[config.mk]
export PLATFORM = sky130hd
export DESIGN_NAME = adc_serial_slave
export DESIGN_NICKNAME = d
export VERILOG_FILES = /design/src/rtl/adc_serial_slave.sv
export SDC_FILE = /design/constraint.sdc
export NUM_CORES = 1
export LEC_CHECK = 0
export ABC_AREA = 1
export CAP_MARGIN = 20
export CORE_AREA = 2 2 54 61
export CTS_CLUSTER_SIZE = 20
export DETAILED_ROUTE_END_ITERATION = 7
export DIE_AREA = 0 0 56 63
export PLACE_DENSITY_LB_ADDON = 0.12
export SETUP_SLACK_MARGIN = 0.05
export SLEW_MARGIN = 20
export SYNTH_ARGS = -nofsm -noshare
export SYNTH_HDL_FRONTEND = slang
export SYNTH_SLANG_ARGS = --single-unit
[constraint.sdc]
create_clock -name sclk -period 1.9 [get_ports sclk]
set_clock_uncertainty 0.2 [all_clocks]
set_input_delay 0.38 -clock sclk [delete_from_list [all_inputs] [get_ports sclk]]
set_output_delay 0.38 -clock sclk [all_outputs]
set_load 0.02 [all_outputs]
[src/rtl/adc_serial_slave.sv]
module adc_serial_slave #(
  parameter int RES_W = 10
) (
  input  logic             sclk,
  input  logic             cs_n,
  input  logic             din,
  input  logic [RES_W-1:0] result_i,
  output logic             dout,
  output logic             dout_oe,
  output logic             cfg_sgl_o,
  output logic             cfg_odd_o,
  output logic             cfg_msbf_o
);
  localparam int NULL_EDGE = 4;
  localparam int LAST_MSB  = NULL_EDGE + RES_W;
  localparam int LAST_LSB  = NULL_EDGE + 2*RES_W - 1;
  localparam int CNT_MAX   = LAST_LSB + 1;
  localparam int CW        = $clog2(CNT_MAX + 2);
  localparam logic [CW-1:0] E_NULL = CW'(NULL_EDGE);
  localparam logic [CW-1:0] E_MSB  = CW'(LAST_MSB);
  localparam logic [CW-1:0] E_LSB  = CW'(LAST_LSB);
  localparam logic [CW-1:0] E_MAX  = CW'(CNT_MAX);

  logic             started;
  logic [1:0]       rcnt;
  logic [CW-1:0]    fcnt;
  logic [RES_W-1:0] sh;
  wire  [CW-1:0]    fnext = fcnt + 1'b1;

  always_ff @(posedge sclk or posedge cs_n)
    if (cs_n) begin
      started    <= 1'b0;
      rcnt       <= 2'd0;
      cfg_sgl_o  <= 1'b0;
      cfg_odd_o  <= 1'b0;
      cfg_msbf_o <= 1'b0;
    end else if (!started) begin
      started <= din;
    end else if (rcnt != 2'd3) begin
      rcnt <= rcnt + 2'd1;
      case (rcnt)
        2'd0:    cfg_sgl_o  <= din;
        2'd1:    cfg_odd_o  <= din;
        default: cfg_msbf_o <= din;
      endcase
    end

  always_ff @(negedge sclk or posedge cs_n)
    if (cs_n) begin
      fcnt    <= '0;
      dout    <= 1'b0;
      dout_oe <= 1'b0;
      sh      <= '0;
    end else if (started) begin
      if (fcnt != E_MAX) fcnt <= fnext;
      if (fnext == E_NULL) begin
        dout_oe <= 1'b1;
        dout    <= 1'b0;
        sh      <= result_i;
      end else if (fnext > E_NULL && fnext <= E_MSB) begin
        dout <= sh[RES_W-1];
        sh   <= {sh[RES_W-2:0], sh[RES_W-1]};
      end else if (!cfg_msbf_o && fnext > E_MSB && fnext <= E_LSB) begin
        dout <= sh[1];
        sh   <= {sh[0], sh[RES_W-1:1]};
      end else begin
        dout <= 1'b0;
      end
    end

  AST_NO_EARLY_DRIVE: assert property (@(posedge sclk) disable iff (cs_n)
    (rcnt != 2'd3) |-> !dout_oe);
  AST_NULL_LOW: assert property (@(posedge sclk) disable iff (cs_n)
    (fcnt == E_NULL) |-> (dout_oe && !dout));
  AST_OE_HOLD: assert property (@(posedge sclk) disable iff (cs_n)
    dout_oe |=> dout_oe);
  AST_CFG_FROZEN: assert property (@(posedge sclk) disable iff (cs_n)
    (rcnt == 2'd3) |=> $stable({cfg_sgl_o, cfg_odd_o, cfg_msbf_o}));
  AST_MSBF_TAIL: assert property (@(posedge sclk) disable iff (cs_n)
    (cfg_msbf_o && fcnt > E_MSB) |-> !dout);
  AST_LSBF_TAIL: assert property (@(posedge sclk) disable iff (cs_n)
    (fcnt > E_LSB) |-> !dout);
endmodule

# Yosys cells after proc, flatten, opt, wreduce, memory -nomap -nowiden
# Cells that the tools add are included.
[word_totals] register_bits=23 latch_bits=0 mem_bits_rw=0 rom_bits=0 inputBits=13 output_inout_bits=5 elab_cells=41 n_memories=0
[op_classes] add_sub_neg=2 mul=0 div_mod_pow=0 order_cmp=4 n_eq_ne=4 shifts=0 n_mux=7 bitwise=1 n_reduce_logical=14
[ops] operator="two-way mux 10 bit" count=3
[ops] operator="AND reduction 3 bit" count=3
[ops] operator="AND reduction 2 bit" count=4
[ops] operator="adder 5 x 1 -> 5 bit, second input constant" count=1
[ops] operator="equality test 5 x 3 -> 1 bit, second input constant" count=1
[ops] operator="> comparator 5 x 3 -> 1 bit, second input constant" count=1
[ops] operator="> comparator 5 x 4 -> 1 bit, second input constant" count=1
[ops] operator="less-or-equal comparator 5 x 4 -> 1 bit, second input constant" count=1
[ops] operator="less-or-equal comparator 5 bit, second input constant" count=1
[ops] operator="!= test 5 bit, second input constant" count=1
[ops] operator="two-way mux 1 bit" count=4
[ops] operator="logical AND 1 bit" count=3
[ops] operator="nonzero test 3 bit" count=1
[ops] operator="adder 2 x 1 -> 2 bit, second input constant" count=1
[ops] operator="equality test 2 x 1 -> 1 bit, second input constant" count=1
[ops] operator="logical NOT 2 bit" count=1
[ops] operator="!= test 2 bit, second input constant" count=1
[ops] operator="OR reduction 2 bit" count=1
[ops] operator="logical NOT 1 bit" count=1
[ops] operator="NOT 1 bit" count=1

# Depth between registers and ports, before layout
[depth] word_depth=7 depth_mapped=12 depth_no_buf=12

==> metrics <==
status complete, but fails checks; failing checks setup timing; initial antenna violation count 0; pin count of the biggest net entering global routing 14; Post-Syn Instances between 150 and 200; Final Instance Area around 1900 um2; min setup slack post-route -0.517 ns; worst reg-to-reg setup slack -0.42 ns; die height 63 um; Hold Fails Final Rpt 0; Slew Limit Headroom 0.733; CP peak stage delay 0.45 ns; CTS Buffer Depth 2; DRT antenna net count 0; CP endpoint kind output pin; Leakage roughly 0.00092 uW; first-pass GRT wire length 5420 um; post-cts hold buffer count 0; RSZ-0062 raised after global routing yes; DR iter-0 viols between 50 and 60; # diodes 0; Root Driver clkbuf_4; PwrDens 488 nW/um2; Finished Layout Cells 254; First-pass DRT Iterations 4; CP startpoint kind register; GRT Util Overall 0.188; WL/cell around 12 um; HP Class in -> async; total core area approximately 2900 um2; gpl congestion 0.847; Fillers around 260; slowest stage cell, crit path dfrtn_1; post-synth cell types 24; drt total wl 3110 um; Worst EP arrival 1.84 ns; DP Area around 1800 um2; Critical Path RT 1.32 ns; vias in the first global route 1,306; remaining global-route overflow 0; CTS Buf Count 3; final net count about 240; Core Util, Final 0.645; Largest delay share family, worst path flip-flops; clock net sink count 23; register bit total from synthesis 23; syn avg cell area 7.67 um2; cells along the critical path buf_6; Yosys warning count 0; clock-pin slew of the registers on the worst-case setup and hold paths 0.14 ns; Total Power 925 uW; share of layout cells above drive strength 1 0.295; TritonCTS clock tree done; starting density of the core 0.461; sequential share of the synthesized area 0.424; post-DR vias/cell 5.14; row count 21; Area Overhead vs Synth 39.7%; Synth area leaders dfrtn_1, nand2_1, dfrtp_1; IO Pins 18; dpl cells 245; latest clock arrival within the worst-skew pair roughly 0.31 ns; total die area 3530 um2; WP buf/inv 1; CP Max Fanout 2; Post-DP HPWL 2310 um; synthesized cell area between 1000 and 1500 um2; buffers added on ports 17; post-synth top area cell dfrtn_1; max cap viols 0; syn nets roughly 200; htree depth 1; Remaining DRCs 0; die width 56 um; Peak VDD IR 0.317 mV; Least-Margin Pin Slew 0.399 ns; Final setup viols 19; Setup WS pre-CTS -0.648 ns; via count between 1,000 and 1,500; critical path class reg -> out; fin. max-slew vios 0; share of the synthesized area in the top cell type 0.313
layer usage:
metal	vias to the layer above	wire length (um)	part of all wire	GRT usage
met5	-	0	0	0
met2	21	1760	0.56	0.357
met1	626	1210	0.39	0.207
li1	652	-	-	-
met3	6	99	0.032	0.0269
met4	0	48	0.015	0.0714
sequential cells by signal, summed over array words and instances, names as in the netlist:
signal	count
dout	1
cfg_sgl_o	1
fcnt	5
cfg_msbf_o	1
cfg_odd_o	1
rcnt	2
started	1
dout_oe	1
sh	10
cell type report:
cell class / instances / area [um2] / area share
clock buffer: 3 / 22.5 / 0.0119
tap: 34 / 42.5 / 0.0224
timing repair buffer: 40 / 387 / 0.204
inverter: 16 / 66.3 / 0.0350
sequential: 23 / 578 / 0.305
clock inverter: 1 / 5.00 / 0.00264
multi-input combinational: 137 / 796 / 0.420
cells in the final DEF, fill, tap and decap left out, drive strengths merged, types with 4 or more instances in the layout:
cell type	instances
a21oi	5
buf	25
clkdlybuf4s50	12
dfrtn	17
dfrtp	6
ha	7
inv	15
nand2	86
nand3	16
nand4	4
nor2	5
o21ai	9
Yosys cell counts (all sizes together):
library cell	number
inv	16
a31oi	1
a21o	1
a21oi	5
nand2	85
o21ai	9
a41oi	1
dfrtp	6
nand3	16
dfrtn	17
ha	7
xor2	2
buf	2
nor2	5
nand4	4
what timing repair did:
item	4_1_cts	5_1_grt
gates resized for setup	23	15
setup endpoints to repair	22	19
pin swaps	9	5
setup buffers	2	2
gates cloned	1	0
cells by family after synthesis:
logic type,synth area share
and+or+nand+nor,0.361
DFF,0.424
buffers and inverters,0.0581
AOI/OAI and AO/OA,0.0793
adders and majority gates,0.0645
xor gates and xnor gates,0.0129
worst paths after layout:
kind,from,endpoint,cells after the start
min,cs_n,cfg_msbf_o$_DFFE_PP0P_,3
min in group sclk,sh[8]$_DFFE_NP0P_,sh[8]$_DFFE_NP0P_,2
max,dout_oe$_DFFE_NP0P_,dout_oe,1
max reg2reg,cfg_msbf_o$_DFFE_PP0P_,sh[5]$_DFFE_NP0P_,6
max in group asynchronous,cs_n,fcnt[1]$_DFFE_NP0P_,3
min reg2reg,sh[8]$_DFFE_NP0P_,sh[8]$_DFFE_NP0P_,2
power by group:
| part | switching [uW] | internal (uW) | total (uW) |
|---|---|---|---|
| Combinational | 61.7 | 74.6 | 136 |
| Sequential | 32.2 | 529 | 561 |
| Clock | 149 | 78.5 | 228 |
metrics by stage:
step	hold slack [ns]	TNS, ns
floorplan	0.0514	-4.88
global placement	0.199	-7.68
detailed placement	0.224	-7.90
CTS	0.219	-6.47
global route	0.230	-7.84
finish	0.220	-6.86
(Power assumes the default switching activity.)
